===== src/rtl/conv_i2c_pkg.sv =====
package conv_i2c_pkg;
  localparam int BYTE_W = 8;
  localparam int CNT_W  = $clog2(BYTE_W + 1);

  typedef enum logic [2:0] {
    ST_IDLE,
    ST_ADDR,
    ST_WRX,
    ST_ACK,
    ST_RDX,
    ST_RDACK,
    ST_SKIP
  } link_state_t;
endpackage


===== src/rtl/i2c_pin_sync.sv =====
module i2c_pin_sync #(
  parameter int STAGES = 2
) (
  input  logic clk,
  input  logic rst_n,
  input  logic scl_i,
  input  logic sda_i,
  output logic sda_o,
  output logic scl_rise_o,
  output logic scl_fall_o,
  output logic start_o,
  output logic stop_o
);
  logic [STAGES-1:0] scl_pipe, sda_pipe;
  logic scl_prev, sda_prev;
  logic scl_now, sda_now;

  assign scl_now = scl_pipe[STAGES-1];
  assign sda_now = sda_pipe[STAGES-1];

  // idle bus is high on both lines
  always_ff @(posedge clk or negedge rst_n) begin
    if (!rst_n) begin
      scl_pipe <= '1;
      sda_pipe <= '1;
      scl_prev <= 1'b1;
      sda_prev <= 1'b1;
    end else begin
      scl_pipe <= {scl_pipe[STAGES-2:0], scl_i};
      sda_pipe <= {sda_pipe[STAGES-2:0], sda_i};
      scl_prev <= scl_now;
      sda_prev <= sda_now;
    end
  end

  assign sda_o      = sda_now;
  assign scl_rise_o = scl_now & ~scl_prev;
  assign scl_fall_o = ~scl_now & scl_prev;
  assign start_o    = scl_now & scl_prev & sda_prev & ~sda_now;
  assign stop_o     = scl_now & scl_prev & ~sda_prev & sda_now;
endmodule


===== src/rtl/conv_ctrl_regs.sv =====
module conv_ctrl_regs #(
  parameter int          BYTE_W   = 8,
  parameter logic [7:0]  RSV_MASK = 8'h88
) (
  input  logic              clk,
  input  logic              rst_n,
  input  logic              wr_ctrl_i,
  input  logic              wr_dac_i,
  input  logic [BYTE_W-1:0] wdata_i,
  output logic [BYTE_W-1:0] ctrl_o,
  output logic [BYTE_W-1:0] dac_o
);
  logic [BYTE_W-1:0] ctrl_q, ctrl_d, dac_q, dac_d;

  always_comb begin
    ctrl_d = ctrl_q;
    dac_d  = dac_q;
    if (wr_ctrl_i) ctrl_d = wdata_i & ~BYTE_W'(RSV_MASK);
    if (wr_dac_i)  dac_d  = wdata_i;
  end

  always_ff @(posedge clk or negedge rst_n) begin
    if (!rst_n) begin
      ctrl_q <= '0;
      dac_q  <= '0;
    end else begin
      ctrl_q <= ctrl_d;
      dac_q  <= dac_d;
    end
  end

  assign ctrl_o = ctrl_q;
  assign dac_o  = dac_q;

  assert_ctrl_write_R4: assert property (@(posedge clk) disable iff (!rst_n)
    !$stable(ctrl_q) |-> $past(wr_ctrl_i));

  assert_dac_write_R5: assert property (@(posedge clk) disable iff (!rst_n)
    !$stable(dac_q) |-> $past(wr_dac_i));
endmodule


===== src/rtl/conv_i2c_link.sv =====
module conv_i2c_link
  import conv_i2c_pkg::*;
#(
  parameter int                PIN_W      = 3,
  parameter logic [6-PIN_W:0]  ADDR_FIXED = 4'b1001,
  parameter logic [7:0]        FIRST_READ = 8'h80
) (
  input  logic              clk,
  input  logic              rst_n,
  input  logic              sda_i,
  input  logic              scl_rise_i,
  input  logic              scl_fall_i,
  input  logic              start_i,
  input  logic              stop_i,
  input  logic [PIN_W-1:0]  pins_i,
  input  logic [BYTE_W-1:0] result_i,
  output logic              sda_oe_o,
  output logic              trig_o,
  output logic              wr_ctrl_o,
  output logic              wr_dac_o,
  output logic [BYTE_W-1:0] wdata_o
);
  localparam logic [CNT_W-1:0] CNT_FULL = CNT_W'(BYTE_W);
  localparam logic [CNT_W-1:0] CNT_ONE  = CNT_W'(1);

  link_state_t       state_q, state_d;
  logic [CNT_W-1:0]  cnt_q, cnt_d;
  logic [BYTE_W-1:0] sh_q, sh_d;
  logic rd_q, rd_d, seen_q, seen_d, fresh_q, fresh_d, mack_q, mack_d, trig_q, trig_d;
  logic wr_ctrl, wr_dac, addr_hit;
  logic [BYTE_W-1:0] load_byte;

  assign addr_hit  = (sh_q[BYTE_W-1:1] == {ADDR_FIXED, pins_i});
  assign load_byte = fresh_q ? FIRST_READ : result_i;

  always_comb begin
    state_d = state_q;
    cnt_d   = cnt_q;
    sh_d    = sh_q;
    rd_d    = rd_q;
    seen_d  = seen_q;
    fresh_d = fresh_q;
    mack_d  = mack_q;
    trig_d  = 1'b0;
    wr_ctrl = 1'b0;
    wr_dac  = 1'b0;
    if (stop_i) begin
      state_d = ST_IDLE;
    end else if (start_i) begin
      state_d = ST_ADDR;
      cnt_d   = '0;
      seen_d  = 1'b0;
    end else begin
      case (state_q)
        ST_ADDR, ST_WRX: begin
          if (scl_rise_i && cnt_q != CNT_FULL) begin
            sh_d  = {sh_q[BYTE_W-2:0], sda_i};
            cnt_d = cnt_q + 1'b1;
          end else if (scl_fall_i && cnt_q == CNT_FULL) begin
            cnt_d = '0;
            if (state_q == ST_WRX) begin
              state_d = ST_ACK;
              if (seen_q) wr_dac = 1'b1;
              else begin
                wr_ctrl = 1'b1;
                seen_d  = 1'b1;
              end
            end else if (addr_hit) begin
              state_d = ST_ACK;
              rd_d    = sh_q[0];
            end else begin
              state_d = ST_SKIP;
            end
          end
        end
        ST_ACK: begin
          if (scl_rise_i) cnt_d = CNT_ONE;
          else if (scl_fall_i && cnt_q == CNT_ONE) begin
            cnt_d = '0;
            if (rd_q) begin
              state_d = ST_RDX;
              sh_d    = load_byte;
              fresh_d = 1'b0;
              trig_d  = 1'b1;
            end else begin
              state_d = ST_WRX;
            end
          end
        end
        ST_RDX: begin
          if (scl_rise_i) cnt_d = cnt_q + 1'b1;
          else if (scl_fall_i && cnt_q != '0) begin
            if (cnt_q == CNT_FULL) begin
              state_d = ST_RDACK;
              cnt_d   = '0;
            end else begin
              sh_d = {sh_q[BYTE_W-2:0], 1'b0};
            end
          end
        end
        ST_RDACK: begin
          if (scl_rise_i) begin
            mack_d = ~sda_i;
            cnt_d  = CNT_ONE;
          end else if (scl_fall_i && cnt_q == CNT_ONE) begin
            cnt_d = '0;
            if (mack_q) begin
              state_d = ST_RDX;
              sh_d    = load_byte;
              fresh_d = 1'b0;
              trig_d  = 1'b1;
            end else begin
              state_d = ST_SKIP;
            end
          end
        end
        default: ;
      endcase
    end
  end

  always_ff @(posedge clk or negedge rst_n) begin
    if (!rst_n) begin
      state_q <= ST_IDLE;
      cnt_q   <= '0;
      sh_q    <= '0;
      rd_q    <= 1'b0;
      seen_q  <= 1'b0;
      fresh_q <= 1'b1;
      mack_q  <= 1'b0;
      trig_q  <= 1'b0;
    end else begin
      state_q <= state_d;
      cnt_q   <= cnt_d;
      sh_q    <= sh_d;
      rd_q    <= rd_d;
      seen_q  <= seen_d;
      fresh_q <= fresh_d;
      mack_q  <= mack_d;
      trig_q  <= trig_d;
    end
  end

  assign sda_oe_o  = (state_q == ST_ACK) | ((state_q == ST_RDX) & ~sh_q[BYTE_W-1]);
  assign trig_o    = trig_q;
  assign wr_ctrl_o = wr_ctrl;
  assign wr_dac_o  = wr_dac;
  assign wdata_o   = sh_q;

  assert_trig_after_fall_R7: assert property (@(posedge clk) disable iff (!rst_n)
    trig_q |-> $past(scl_fall_i));

  assert_trig_read_only_R7: assert property (@(posedge clk) disable iff (!rst_n)
    trig_q |-> $past(rd_q));

  assert_oe_moves_on_event_R8: assert property (@(posedge clk) disable iff (!rst_n)
    !$stable(sda_oe_o) |-> $past(scl_fall_i || start_i || stop_i));
endmodule


===== src/rtl/conv_i2c_slave.sv =====
module conv_i2c_slave #(
  parameter int               SYNC_STAGES = 2,
  parameter int               PIN_W       = 3,
  parameter logic [6-PIN_W:0] ADDR_FIXED  = 4'b1001,
  parameter logic [7:0]       FIRST_READ  = 8'h80,
  parameter logic [7:0]       RSV_MASK    = 8'h88
) (
  input  logic             clk,
  input  logic             rst_n,
  input  logic             scl_i,
  input  logic             sda_i,
  input  logic [PIN_W-1:0] addr_pins_i,
  input  logic [7:0]       result_i,
  output logic             sda_oe_o,
  output logic             conv_trig_o,
  output logic [7:0]       ctrl_o,
  output logic [7:0]       dac_o
);
  logic sda_s, scl_rise, scl_fall, start_evt, stop_evt;
  logic wr_ctrl, wr_dac;
  logic [7:0] wdata;

  i2c_pin_sync #(.STAGES(SYNC_STAGES)) u_sync (
    .clk(clk), .rst_n(rst_n), .scl_i(scl_i), .sda_i(sda_i),
    .sda_o(sda_s), .scl_rise_o(scl_rise), .scl_fall_o(scl_fall),
    .start_o(start_evt), .stop_o(stop_evt)
  );

  conv_i2c_link #(.PIN_W(PIN_W), .ADDR_FIXED(ADDR_FIXED), .FIRST_READ(FIRST_READ)) u_link (
    .clk(clk), .rst_n(rst_n), .sda_i(sda_s), .scl_rise_i(scl_rise),
    .scl_fall_i(scl_fall), .start_i(start_evt), .stop_i(stop_evt),
    .pins_i(addr_pins_i), .result_i(result_i), .sda_oe_o(sda_oe_o),
    .trig_o(conv_trig_o), .wr_ctrl_o(wr_ctrl), .wr_dac_o(wr_dac), .wdata_o(wdata)
  );

  conv_ctrl_regs #(.BYTE_W(8), .RSV_MASK(RSV_MASK)) u_regs (
    .clk(clk), .rst_n(rst_n), .wr_ctrl_i(wr_ctrl), .wr_dac_i(wr_dac),
    .wdata_i(wdata), .ctrl_o(ctrl_o), .dac_o(dac_o)
  );
endmodule


===== config.mk =====
export PLATFORM = sky130hd
export DESIGN_NAME = conv_i2c_slave
export DESIGN_NICKNAME = d
export VERILOG_FILES = /design/src/rtl/conv_i2c_pkg.sv /design/src/rtl/i2c_pin_sync.sv /design/src/rtl/conv_ctrl_regs.sv /design/src/rtl/conv_i2c_link.sv /design/src/rtl/conv_i2c_slave.sv
export SDC_FILE = /design/constraint.sdc
export NUM_CORES = 1
export LEC_CHECK = 0
export BUFFER_PORTS_ARGS = -buffer_cell sky130_fd_sc_hd__buf_2
export CAP_MARGIN = 30
export CORE_UTILIZATION = 55
export DETAILED_ROUTE_END_ITERATION = 16
export PLACE_DENSITY_LB_ADDON = 0.12
export SYNTH_ARGS = -nofsm -noshare
export SYNTH_HDL_FRONTEND = slang
export SYNTH_SLANG_ARGS = --single-unit

===== constraint.sdc =====
create_clock -name clk -period 2.85 [get_ports clk]
set_clock_uncertainty 0.2 [all_clocks]
set_input_delay 0.285 -clock clk [delete_from_list [all_inputs] [get_ports clk]]
set_output_delay 0.285 -clock clk [all_outputs]
set_load 0.1 [all_outputs]

== Word level (Yosys, flattened, before mapping) ==
Index checks and enable logic that the tools add are counted.
Storage, ports and cells
  register bits after elaboration: 40
  bits of input ports: 15
  output and inout port bits: 18
  word-level logic and storage cells: 159
Cells by class
  $add $sub $neg: 1
  equal/unequal tests: 33
  muxes and demuxes: 72
  bitwise operators: 18
  reduce and logical (&&, ||, !) cells: 21
Operators by type and width (number)
  2-to-1 mux 8 bit: 11
  2-to-1 mux 3 bit: 14
  2-to-1 mux 1 bit: 33
  2-to-1 mux 4 bit: 8
  case mux 8 bit (4 select lines): 1
  inequality test 4 x 3 -> 1 bit (second input constant): 5
  inequality test 4 bit (second input constant): 5
  AND reduction 13 bit: 1
  inequality test 2 x 1 -> 1 bit (second input constant): 6
  inequality test 4 x 2 -> 1 bit (second input constant): 3
  case mux 3 bit (4 select lines): 1
  case mux 4 bit (3 select lines): 1
  nonzero test 4 bit: 3
  inequality test 2 bit (second input constant): 5
  AND reduction 10 bit: 1
  inverter 1 bit: 9
  AND reduction 9 bit: 1
  bitwise AND 1 bit: 8
  nonzero test 2 bit: 4
  == test 7 bit: 1
  AND reduction 7 bit: 1
  == test 3 x 2 -> 1 bit (second input constant): 2
  == test 3 bit (second input constant): 2
  AND reduction 6 bit: 1
  13 further kinds: 18

== Longest topological paths before layout ==
Gate-level depths: netlist (run 1).
  depth in word-level cells: 8
  mapped depth: 8
  depth with buffers taken out: 7

== By module ==
A second synthesis (run 1) with hierarchy kept.
Unflattened totals
  cell total of the unflattened synthesis: 211
  area, all modules: 2311.0 µm²
Modules (own cells, without submodules)
  conv_i2c_link: times used 1, cells an instance 168, area each 1519.0 µm², sequential area each 501.7 µm²
  conv_ctrl_regs: times used 1, cells an instance 33, area each 601.8 µm², sequential area each 350.3 µm²
  i2c_pin_sync: times used 1, cells an instance 10, area each 190.2 µm², sequential area each 157.7 µm²

== Worst setup path after synthesis (run 1) ==
OpenSTA, ideal clock, no wires.
  kind: register to output
  start point: register u_link.state_q[0]
  end point: output sda_oe_o
  data arrival time: 3.022 ns
  data required time: 2.365 ns
  path slack: -0.657 ns
  stages on the path, launching flop included: 4
  buffers on the path: 2
  cell sequence: dfrtp_1 > buf_4 > buf_2 > o31ai_1
Between the ends
  cells in the longest elaborated chain, start to end: 3
  elaborated cells between the ends (all ways): 4
  those cells by class: eq/ne (2); bitwise (2)
Ends and longest elaborated chain
  start: declaration: RTL line conv_i2c_link.sv:26  | link_state_t state_q, state_d;
  start signal: assignment: RTL line conv_i2c_link.sv:133  | state_q <= state_d;
  == test 3 bit: RTL line conv_i2c_link.sv:144  | assign sda_oe_o = (state_q == ST_ACK) | ((state_q == ST_RDX) & ~sh_q[BYTE_W-1]);
  bitwise AND 1 bit: RTL line conv_i2c_link.sv:144
  bitwise OR 1 bit *: RTL line conv_i2c_link.sv:144
  end: declaration: RTL line conv_i2c_slave.sv:14  | output logic sda_oe_o,
Every way passes the cells marked *; elsewhere a longest branch is shown, timed or not.

== Worst setup path after layout (run 1) ==
Same ends and word-level chain as after synthesis.

==> metrics.txt, run 1 <==
switching power 0.640 mW; wire length per cell around 17 um; antenna-violating nets left 0; CTS buffer count 5; max-slew violations 0; fmax around 0.39 GHz; Syn Area/Cell 11.1 um^2; Hold Violations, Final 0; Worst Setup SP u_link.state_q[0]; Clock Tree Root clkbuf_8; Power Internal roughly 1.2 mW; area grow syn2layout 12.6%; hold wc startpoint u_sync.sda_pipe[0]; reg2reg start u_link.cnt_q[0]; Die Span Y 67.3 um; clk_lat worst skew 300 ps; unrepaired setup endpoints after global routing false; HP Class flip-flop to flip-flop; worst path bufs/invs 1; residual DRC count 0; synthesis-stage register bit count 40; layout cells sized above 1 33.6%; synthesized instance count 211; Core Footprint 0.00406 mm^2; multi-input logic area 0.00120 mm^2; Finished Cell Area 0.00264 mm^2; Die X 67.3 um; final setup fails 0; initial antenna violation count 0; Post-synth top cells dfrtp_1, nand2_1, a21oi_1, inv_1, mux2_2; largest net degree at the start of global routing 41; Slew HR 43.0%; Leakage 1.25 nW; FILL cells ~300; routability-driven placement congestion ratio 0.855; Yosys warnings 0; post-detail-place hpwl 3460 um; CP Class flip-flop to output pin; Tmin final 2580 ps; top-area cell type share of the netlist area 35.3%; worst ir drop on vdd 0.000394 V; die area 0.00452 mm^2; top-count cell post-synth dfrtp_1; cell row count 23; slowest stage delay, CP between 700 and 800 ps; clock buffer depth 2; DR vias/cell between 5 and 6; Combinational Power Share 28.3%; maximum fanout along the worst path 15; ANT cells 0; Fin Setup TNS 0 ps; ys flop type dfrtp_1; clock share of power 26.9%; Critical Path AT 2100 ps; first-pass GRT wire length 7890 um; Layout Nets 258; power density cells between 600 and 700 mW/mm^2; DRT iter0 DRCs 94; slowest cell on the critical path dfrtp_1; crit-path leading delay family flip-flops; hold_ws 162 ps; Switching Share 35.1%; CP Data Required Time 2370 ps; # port buffers 30; area leader, netlist dfrtp_1; htree depth 2; Synth area leaders dfrtp_1, dfstp_2, mux2_2, mux2_4, mux2i_1; Post-synth EDFFs 0; via count 1699; Seq/Total Area, Yosys 43.1%; clock sinks 40; Initial Util 57.7%; FF+latch area 0.00101 mm^2; max capacitance violation total 0; final worst-path cycle share 90.6%; cell chain of the critical path nor2b_2 -> nand2_1 -> o31ai_2 -> buf_2; Post-CTS Resized 0; I/O pin cnt 33; Synth cell types 60; Area after DPL 0.00248 mm^2; Netlist Area Pre-Place 0.00234 mm^2; DR pass1 iterations 4; via count of the first global-routing pass between 1500 and 2000; Critical Path Start Type flip-flop; run status finished, final reports clean; Seq pwr share 44.7%; Synth async-reset ratio between 90% and 100%; gr usage total 23.8%; Congestion Overflow GR 0; CTS tree done; CTS clock-pin slew for the worst setup and hold paths 70 ps; Slew @ Worst Pin 856 ps; Routed WL 4850 um; Critical Path Sink Type output pin
==> per-stage QoR <==
step / util (%) / worst slack (ps) / std cells / total power [mW]
2_1_floorplan: - / 202 / 212 / 1.21
3_3_place_gp: 61.2 / 500 / 280 / 1.31
3_5_place_dp: 61.2 / 415 / 280 / 1.33
4_1_cts: 65.0 / 302 / 291 / 1.84
5_1_grt: 65.0 / 163 / 291 / 1.94
6_report: 65.0 / 269 / 291 / 1.83
==> worst reg2reg max path: stages (launching register included) <==
cell and delay (ps):
dfrtp_1 430, inv_1 100, ha_1 250, nand3b_4 140, or2_1 380, nor4_4 430
mux2_2 390
==> layer usage <==
layer,part of all wire (%),global-route usage (%),up-vias
met3,3.8,4.73,10
met1,45,31.7,839
met4,1.8,9.84,0
met5,0,0,-
li1,-,-,809
met2,49,37.8,41
==> flip-flops by register name, summed over array words and instances (netlist names) <==
signal           flops
u_sync.scl_prev      1
u_link.seen_q        1
u_link.trig_o        1
u_sync.scl_pipe      2
u_sync.sda_prev      1
u_link.fresh_q       1
u_regs.dac_o         8
u_sync.sda_pipe      2
u_link.wdata_o       8
u_link.state_q       3
u_link.mack_q        1
u_link.cnt_q         4
u_regs.ctrl_o        6
u_link.rd_q          1
==> worst paths after layout <==
path                                       to  slack, ps  cells after the start
setup / recovery                     sda_oe_o        270                      4
hold / removal             u_sync.sda_pipe[1]        160                      0
max in group asynchronous    u_regs.ctrl_o[0]       1480                      2
setup reg to reg             u_regs.ctrl_o[0]        400                      6
hold reg to reg            u_sync.sda_pipe[1]        160                      0
min in group asynchronous     u_link.cnt_q[3]        430                      2
==> area by class of cell <==
| type | count | area share, % |
|---|---|---|
| multi-input cells | 146 | 45.6 |
| flip-flops and latches | 40 | 38.3 |
| repair buffers | 35 | 7.40 |
| clock buffers | 6 | 3.13 |
| well taps | 50 | 2.37 |
| inverters | 12 | 1.71 |
| clock inverters | 2 | 1.47 |
==> power groups by stage <==
| stage | Combinational [mW] | Clock (mW) | Sequential [mW] |
|---|---|---|---|
| global route | 0.575 | 0.523 | 0.840 |
| detailed placement | 0.509 | 0 | 0.826 |
| floorplan | 0.457 | 0 | 0.751 |
| finish | 0.517 | 0.492 | 0.816 |
| global placement | 0.488 | 0 | 0.819 |
| CTS | 0.520 | 0.504 | 0.815 |
==> placed cells by master (no fill, tap or decap), drive strengths merged, types with 2 or more instances in the layout <==
cell,instances
a21boi,2
a21oi,12
a22oi,2
a31oi,3
buf,32
clkbuf,6
conb,2
dfrtp,33
dfstp,7
dlygate4sd3,3
ha,3
inv,12
mux2,19
mux2i,8
nand2,13
nand2b,3
nand3,10
nand3b,4
nand4b,2
nor2,4
nor2b,9
nor3,3
nor3b,9
nor4,2
o211ai,2
o21ai,7
o31ai,2
or2b,2
xor2,4
==> cells by family (layout without fill, tap and decap cells) <==
kind of cell               Yosys count  after routing  share of synthesized area, %
adders and majority gates            3              3                          1.60
buffers and inverters               26             55                          5.93
AOI/OAI and AO/OA                   42             42                          13.4
xor gates and xnor gates             5              5                          1.87
muxes                               27             27                          13.8
other                                1              2                         0.160
DFF                                 40             40                          43.1
and+or+nand+nor                     67             67                          20.1
==> what timing repair did <==
action / 4_1_cts / 5_1_grt
endpoints found under the hold margin: 35 / 0
setup buffers: 0 / 0
hold buffers: 3 / 0
Power figures use the tool's default switching activity.
==> run 2, diff against run 1 <==
- CORE_ASPECT_RATIO: unset -> 1.2
==> metrics.txt, run 2 (synthesis results as in run 1) <==
Layout Nets 259; Switching Share around 37%; switching power 0.641 mW; largest net degree at the start of global routing 41; Slew @ Worst Pin around 870 ps; slowest stage delay, CP 650 ps; FILL cells 363; CP Class flip-flop to output pin; htree depth 2; crit-path leading delay family flip-flops; DR vias/cell around 5.7; run status finished, final reports clean; Leakage 1.24 nW; Finished Cell Area roughly 0.0026 mm^2; leading cell type in the layout, fill and taps excluded dfrtp_1; Fin Setup TNS 0 ps; Congestion Overflow GR 0; via count 1700; cell chain of the critical path nor2b_2 -> nand2_1 -> o31ai_2 -> buf_2; clock buffer depth 2; Critical Path AT approximately 2000 ps; DR pass1 iterations 4; post-detail-place hpwl 3560 um; initial antenna violation count 0; routability-driven placement congestion ratio 0.879; Area after DPL roughly 0.0025 mm^2; clock share of power 23.2%; Die X 61.6 um; Combinational Power Share between 30% and 40%; wire length per cell 16.4 um; antenna-violating nets left 0; final setup fails 0; final worst-path cycle share 86.6%; area grow syn2layout 12.0%; max-slew violations 0; Critical Path Sink Type output pin; residual DRC count 0; Die Span Y approximately 73 um; CTS clock-pin slew for the worst setup and hold paths 80 ps; CTS tree done; unrepaired setup endpoints after global routing false; CP Data Required Time around 2400 ps; max capacitance violation total 0; Core Footprint 0.00400 mm^2; slowest cell on the critical path dfrtp_1; cell row count 25; Slew HR between 40% and 50%; gr usage total about a quarter; Tmin final 2470 ps; worst path bufs/invs 1; layout cells sized above 1 33.9%; clk_lat worst skew 290 ps; power density cells 666 mW/mm^2; Routed WL a little under 5000 um; CTS buffer count 5; Hold Violations, Final 0; HP Class flip-flop to flip-flop; # port buffers 30; via count of the first global-routing pass 1687; clock sinks 40; Initial Util 58.5%; maximum fanout along the worst path 15; ANT cells 0; Power Internal about 1.1 mW; I/O pin cnt 33; fmax 0.405 GHz; DRT iter0 DRCs 64; die area about 0.0045 mm^2; commonest non-fill, non-tap cells in the layout dfrtp_1, buf_2, nand2_1; Clock Tree Root clkbuf_8; worst ir drop on vdd 0.000433 V; first-pass GRT wire length 8070 um; Critical Path Start Type flip-flop; hold_ws 158 ps; Seq pwr share 46.7%
run 2: per-stage QoR:
| step | cells | setup WS [ps] | util [%] | power, mW |
|---|---|---|---|---|
| after floorplan | 212 | 202 | - | 1.21 |
| after global placement | 285 | 490 | 62.4 | 1.33 |
| after detailed placement | 285 | 373 | 62.4 | 1.35 |
| after CTS | 296 | 386 | 65.5 | 1.76 |
| after global routing | 296 | 260 | 65.5 | 1.85 |
| final | 296 | 383 | 65.5 | 1.75 |
run 2: worst register-to-register path, stage by stage (launching register included):
cell      delay, ps
dfrtp_1         440
inv_1           100
ha_1            250
nand3b_4        130
or2_1           380
nor4_4          420
mux2_2          400
run 2: worst paths after layout:
path,start,endpoint,slack (ps),depth (start not counted)
hold reg to reg,u_sync.scl_pipe[0],u_sync.scl_pipe[1],160,0
hold / removal,u_sync.scl_pipe[0],u_sync.scl_pipe[1],160,0
setup reg to reg,u_link.cnt_q[0],u_regs.ctrl_o[1],420,6
setup / recovery,u_link.state_q[0],sda_oe_o,380,4
max in group asynchronous,rst_n,u_regs.ctrl_o[5],1460,2
min in group asynchronous,rst_n,u_link.state_q[1],440,2
run 2: routing by layer:
| layer | vias to the layer above | share of wire (%) | GRT usage [%] |
|---|---|---|---|
| met5 | - | 0 | 0 |
| met4 | 0 | 2.5 | 9.63 |
| met3 | 12 | 4.0 | 4.58 |
| met2 | 52 | 50 | 39.3 |
| met1 | 822 | 44 | 32.3 |
| li1 | 814 | - | - |
run 2: power by group through the flow:
| stage | logic [mW] | clock network (mW) | registers, mW |
|---|---|---|---|
| after global routing | 0.586 | 0.434 | 0.834 |
| after floorplan | 0.457 | 0 | 0.751 |
| after detailed placement | 0.521 | 0 | 0.824 |
| final | 0.526 | 0.405 | 0.816 |
| after global placement | 0.506 | 0 | 0.820 |
| after CTS | 0.527 | 0.415 | 0.814 |
run 2: layout make-up:
| type | instances | area [um^2] | area share, % |
|---|---|---|---|
| Timing Repair Buffer | 36 | 203 | 7.73 |
| Clock buffer | 6 | 82.6 | 3.15 |
| Inverter | 12 | 45.0 | 1.72 |
| Sequential cell | 40 | 1010 | 38.5 |
| Clock inverter | 2 | 13.8 | 0.525 |
| Multi-Input combinational cell | 146 | 1200 | 45.8 |
| Tap cell | 54 | 67.6 | 2.58 |
run 2: repair_timing:
item	4_1_cts	5_1_grt
setup buffers	0	0
resized for setup	0	0
hold buffers	3	0
hold endpoints to repair	35	0
